[src/rtl/lpu_pkg.sv]
// Package: shared geometry of the byte-lane parity unit.
// Assumes every lane carries its parity bit in its most significant position.
package lpu_pkg;
    parameter int LANES  = 4;
    parameter int LANE_W = 9;
    localparam int WORD_W = LANES * LANE_W;
endpackage

[src/rtl/lpu_lane_tree.sv]
// Module: parity tree for one lane.
// Produces the parity bit that the lane's data bits call for under the selected
// parity type. Assumes the top bit of the lane is the parity slot and is excluded.
module lpu_lane_tree #(
    parameter int LANE_W = lpu_pkg::LANE_W
) (
    input  logic [LANE_W-1:0] lane,
    input  logic              odd_sel,
    output logic              par_bit
);
    localparam int DATA_W = LANE_W - 1;

    logic [DATA_W-1:0] data_bits;

    // Purpose: XOR-reduce the data bits and invert the result for odd parity.
    always_comb begin
        data_bits = lane[DATA_W-1:0];
        par_bit   = (^data_bits) ^ odd_sel;
    end
endmodule

[src/rtl/lpu_word_parity.sv]
// Module: one set of lane parity trees covering a full word.
// Assumes lanes are packed upward from bit 0, LANE_W bits each.
module lpu_word_parity #(
    parameter int LANES  = lpu_pkg::LANES,
    parameter int LANE_W = lpu_pkg::LANE_W,
    localparam int WORD_W = LANES * LANE_W
) (
    input  logic [WORD_W-1:0] word,
    input  logic              odd_sel,
    output logic [LANES-1:0]  par_bits
);
    // Purpose: one tree per lane.
    for (genvar k = 0; k < LANES; k++) begin : g_lane
        lpu_lane_tree #(.LANE_W(LANE_W)) u_tree (
            .lane    (word[k*LANE_W +: LANE_W]),
            .odd_sel (odd_sel),
            .par_bit (par_bits[k])
        );
    end
endmodule

[src/rtl/lpu_insert.sv]
// Module: writes generated parity into each lane's top bit when enabled.
// Assumes data bits below each lane's top bit are never modified.
module lpu_insert #(
    parameter int LANES  = lpu_pkg::LANES,
    parameter int LANE_W = lpu_pkg::LANE_W,
    localparam int WORD_W = LANES * LANE_W
) (
    input  logic [WORD_W-1:0] word_in,
    input  logic [LANES-1:0]  par_bits,
    input  logic              enable,
    output logic [WORD_W-1:0] word_out
);
    for (genvar k = 0; k < LANES; k++) begin : g_lane
        // Purpose: keep the data bits, choose the parity slot source.
        always_comb begin
            word_out[k*LANE_W +: LANE_W-1] = word_in[k*LANE_W +: LANE_W-1];
            word_out[k*LANE_W + LANE_W-1]  = enable ? par_bits[k]
                                                    : word_in[k*LANE_W + LANE_W-1];
        end
    end
endmodule

[src/rtl/lpu_check.sv]
// Module: turns per-lane expected parity into the active-low error flag, with
// a registered copy. Assumes par_bits were computed from the same word.
module lpu_check #(
    parameter int LANES  = lpu_pkg::LANES,
    parameter int LANE_W = lpu_pkg::LANE_W,
    localparam int WORD_W = LANES * LANE_W
) (
    input  logic              clk,
    input  logic              rst_n,
    input  logic [WORD_W-1:0] word,
    input  logic [LANES-1:0]  par_bits,
    input  logic              force_ok,
    output logic              err_n,
    output logic              err_n_q
);
    logic [LANES-1:0] lane_bad;

    // Purpose: a lane fails when its parity slot differs from the expected bit.
    for (genvar k = 0; k < LANES; k++) begin : g_cmp
        assign lane_bad[k] = word[k*LANE_W + LANE_W-1] ^ par_bits[k];
    end

    // Purpose: combine the lanes unless the trees are lent out for generation.
    always_comb begin
        err_n = force_ok | ~(|lane_bad);
    end

    // Purpose: registered copy of the flag, inactive (high) after reset.
    always_ff @(posedge clk) begin
        if (!rst_n) err_n_q <= 1'b1;
        else        err_n_q <= err_n;
    end

    // the registered flag follows the combinational one by one cycle
    p_reg_follows_r8: assert property (@(posedge clk) disable iff (!rst_n)
        $past(rst_n) |-> err_n_q == $past(err_n));
endmodule

[src/rtl/lane_parity_unit.sv]
// Module: byte-lane parity checker and generator for one 36-bit port.
// One tree set checks the bus and is borrowed for mailbox-read generation;
// a second tree set serves ordinary reads. Assumes wr_sel=1 means write.
module lane_parity_unit #(
    parameter int LANES  = lpu_pkg::LANES,
    parameter int LANE_W = lpu_pkg::LANE_W,
    localparam int WORD_W = LANES * LANE_W
) (
    input  logic              clk,
    input  logic              rst_n,
    input  logic [WORD_W-1:0] bus_in,
    input  logic [WORD_W-1:0] rd_data,
    input  logic              odd_sel,
    input  logic              gen_en,
    input  logic              wr_sel,
    input  logic              mbox_sel,
    output logic              perr_n,
    output logic              perr_n_q,
    output logic [WORD_W-1:0] rd_out
);
    logic              gen_rd;
    logic              share_mode;
    logic [WORD_W-1:0] tree_in;
    logic [LANES-1:0]  shared_par;
    logic [LANES-1:0]  fifo_par;
    logic [LANES-1:0]  ins_par;

    // Purpose: decode the access type and steer the shared trees.
    always_comb begin
        gen_rd     = ~wr_sel & gen_en;
        share_mode = gen_rd & mbox_sel;
        tree_in    = share_mode ? rd_data : bus_in;
        ins_par    = mbox_sel ? shared_par : fifo_par;
    end

    lpu_word_parity #(.LANES(LANES), .LANE_W(LANE_W)) u_shared (
        .word     (tree_in),
        .odd_sel  (odd_sel),
        .par_bits (shared_par)
    );

    lpu_word_parity #(.LANES(LANES), .LANE_W(LANE_W)) u_fifo (
        .word     (rd_data),
        .odd_sel  (odd_sel),
        .par_bits (fifo_par)
    );

    lpu_check #(.LANES(LANES), .LANE_W(LANE_W)) u_check (
        .clk      (clk),
        .rst_n    (rst_n),
        .word     (tree_in),
        .par_bits (shared_par),
        .force_ok (share_mode),
        .err_n    (perr_n),
        .err_n_q  (perr_n_q)
    );

    lpu_insert #(.LANES(LANES), .LANE_W(LANE_W)) u_insert (
        .word_in  (rd_data),
        .par_bits (ins_par),
        .enable   (gen_rd),
        .word_out (rd_out)
    );

    // a mailbox read with generation holds the flag inactive
    p_forced_high_r6: assert property (@(posedge clk) disable iff (!rst_n)
        (!wr_sel && mbox_sel && gen_en) |-> perr_n);

    // without generation on a read, the read word is passed untouched
    p_pass_through_r7: assert property (@(posedge clk) disable iff (!rst_n)
        (wr_sel || !gen_en) |-> rd_out == rd_data);

    for (genvar k = 0; k < LANES; k++) begin : g_chk
        // lane data bits are never altered
        p_data_kept_r4: assert property (@(posedge clk) disable iff (!rst_n)
            rd_out[k*LANE_W +: LANE_W-1] == rd_data[k*LANE_W +: LANE_W-1]);
        // a generated lane satisfies the selected parity type
        p_gen_parity_r5: assert property (@(posedge clk) disable iff (!rst_n)
            (!wr_sel && gen_en) |-> (^rd_out[k*LANE_W +: LANE_W]) == odd_sel);
    end
endmodule

[config.mk]
export PLATFORM = sky130hd
export DESIGN_NAME = lane_parity_unit
export DESIGN_NICKNAME = d
export VERILOG_FILES = /design/src/rtl/lpu_pkg.sv /design/src/rtl/lpu_lane_tree.sv /design/src/rtl/lpu_word_parity.sv /design/src/rtl/lpu_insert.sv /design/src/rtl/lpu_check.sv /design/src/rtl/lane_parity_unit.sv
export SDC_FILE = /design/constraint.sdc
export NUM_CORES = 1
export LEC_CHECK = 0
export ABC_CLOCK_PERIOD_IN_PS = 2500
export BUFFER_PORTS_ARGS = -buffer_cell sky130_fd_sc_hd__buf_2
export CAP_MARGIN = 10
export CORE_MARGIN = 4
export CORE_UTILIZATION = 34
export DETAILED_ROUTE_END_ITERATION = 10
export GPL_ROUTABILITY_DRIVEN = 0
export PLACE_DENSITY = 0.86
export SYNTH_ARGS = -nofsm -noshare
export SYNTH_HDL_FRONTEND = slang
export SYNTH_SLANG_ARGS = --single-unit
[constraint.sdc]
create_clock -name clk -period 2.5 [get_ports clk]
set_clock_uncertainty 0.1 [all_clocks]
set_input_delay 0.125 -clock clk [delete_from_list [all_inputs] [get_ports clk]]
set_output_delay 0.125 -clock clk [all_outputs]
set_load 0.05 [all_outputs]
==> impl_metrics.py <==
metrics = {
    "outcome": {
        "outcome": "finished clean",
    },
    "layout": {
        "layout_common_cells": "buf_2, xnor2_1, xor2_1",
        "largest_reg_flops": 1,
        "diodes": 0,
        "drive_above_1_share": 0.6134,
        "nNetsFinal": 274,
        "fin_cells": 225,
        "final_common_cell": "buf_2",
        "reg_top3": "u_check.err_n_q (1)",
        "area_growth_pct": 36.68,
        "fillCellCount": 275,
        "largest-register": "u_check.err_n_q",
        "final_core_util": 0.4920,
    },
    "drt": {
        "via_per_inst": 4.258,
        "route.vias.total": 958,
        "drcViolationCount": 0,
        "drt_pass1_iterations": 2,
        "drt_iter0_markers": 3,
        "wl_per_cell_um": 11.04,
        "wirelength_um": 2484,
        "ant_nets": 0,
    },
    "floorplanning": {
        "die_h_um": 62.50,
        "chipWidth_um": 62.50,
        "core_um2": 2805,
        "io_pins": 116,
        "initial_utilization": 0.3599,
        "rows": 19,
        "die_area_um2": 3906,
    },
    "hold_path": {
        "holdPathEnd": "u_check.err_n_q$_SDFF_PN1_",
        "hp-class": "input port to register",
        "holdPathStages": 2,
        "hold_start": "rst_n",
    },
    "cts": {
        "ctsResizeCount": 0,
        "cts_hold_buf": 0,
        "post_cts_buffers": 0,
        "clk_pin_slew_ns": 0,
    },
    "logic_synthesis": {
        "async_reset_ff_frac": 0,
        "syn_nets": 189,
        "ys_types": 15,
        "syn_avg_cell_area_um2": 9.097,
        "yosysWarningCount": 0,
        "synthCells": 111,
        "syn_area_um2": 1010,
        "ys.flop_type": "dfxtp_1",
        "ys_seq_area_frac": 0.01983,
        "synth_edf_count": 0,
        "ys_ff_latch": 1,
    },
    "power_and_ir_drop": {
        "p_per_area_nw_per_um2": 396.2,
        "p_leak_uw": 0.0007797,
        "vdd_drop_max_uv": 179.9,
    },
    "setup_path": {
        "cp.arrival_ns": 2.07,
        "end_kind": "output port",
        "critPathKind": "input port to output port",
        "cp.required_ns": 2.28,
        "crit_path_max_fanout": 4,
        "startpoint": "odd_sel",
        "critPathLaunchType": "input port",
    },
    "timing": {
        "fin_crit_ns": 2.293,
        "drv_slew": 0,
        "fmax_mhz": 436.1,
        "slew_headroom": 0.8212,
        "rsz0062_at_grt": "no",
        "tightest_slew_ns": 0.2700,
        "period_share": 0.9173,
        "setup_tns_ns": 0,
        "hold_ws_ns": 0.2022,
        "finalSetupViolations": 0,
        "final_hold_viol_count": 0,
    },
    "placement": {
        "dp_cells": 225,
        "io_buffers": 115,
        "hpwl_um": 2443,
    },
    "global_route": {
        "grt.total_usage": 0.1223,
        "antenna_found_initial": 0,
        "grt_pass1_vias": 938,
        "gr-total-overflow": 0,
        "grt_first_pass_wirelength_um": 4057,
        "grt_max_degree": 9,
    },
    "flow_run": {
        "drv_cap": 0,
    },
}
metrics by stage:
| stage | total power, uW | area, um^2 | setup WS, ns |
|---|---|---|---|
| 3_5_place_dp | 552.2 | 1380 | 0.1973 |
| 3_3_place_gp | 547.2 | 1380 | 0.2181 |
| 4_1_cts | 553.3 | 1380 | 0.1931 |
| 6_report | 546.8 | 1380 | 0.2068 |
| 2_1_floorplan | 453.2 | 1010 | 0.2621 |
| 5_1_grt | 582.2 | 1380 | 0.1464 |
routing by layer:
| metal | track usage | wire length, um | up-vias |
|---|---|---|---|
| li1 | - | - | 483 |
| met5 | 0 | 0 | - |
| met1 | 0.1322 | 829 | 402 |
| met3 | 0.03237 | 332 | 0 |
| met2 | 0.2477 | 1322 | 73 |
| met4 | 0 | 0 | 0 |
worst max-delay path by stage:
stage                  end  slack [ns]  depth (start not counted)
floorplan           perr_n        0.26                          6
global placement    perr_n        0.22                          7
detailed placement  perr_n        0.20                          7
CTS                 perr_n        0.19                          7
global route        perr_n        0.15                          7
finish              perr_n        0.21                          7
report_power, final:
| part | switching (uW) | internal (uW) | leakage, uW |
|---|---|---|---|
| Clock | 0 | 0 | 0 |
| Combinational | 289 | 238 | 0.000771 |
| Sequential | 0.433 | 19.2 | 0.00000843 |
cell usage after synthesis, types with 3 or more instances:
library cell	count	area, um^2
xnor2_1	42	367.9
buf_4	32	240.2
xor2_1	11	96.34
xnor3_1	6	135.1
nand2_1	5	18.77
o21ai_0	4	20.02
mux2i_1	3	30.03
cell families after synthesis:
group                     share of synthesized area
AOI/OAI and AO/OA                           0.01983
xor gates and xnor gates                     0.6332
buffers and inverters                        0.2491
DFF                                         0.01983
muxes                                       0.02974
and+or+nand+nor                             0.04833
worst max-delay path: stages:
cell and delay (ns):
buf_2 0.16, xor2_2 0.14, xnor3_2 0.43, xnor3_1 0.32
or4_1 0.54, nand2_1 0.08, buf_2 0.26
final cells by class:
class | instances | area (um^2) | area share
Tap cell | 31 | 38.79 | 0.02811
Sequential cell | 1 | 20.02 | 0.01451
Multi-Input combinational cell | 77 | 738.2 | 0.5349
Timing Repair Buffer | 116 | 583.1 | 0.4225
No activity file was read; power rests on OpenSTA's default activity.
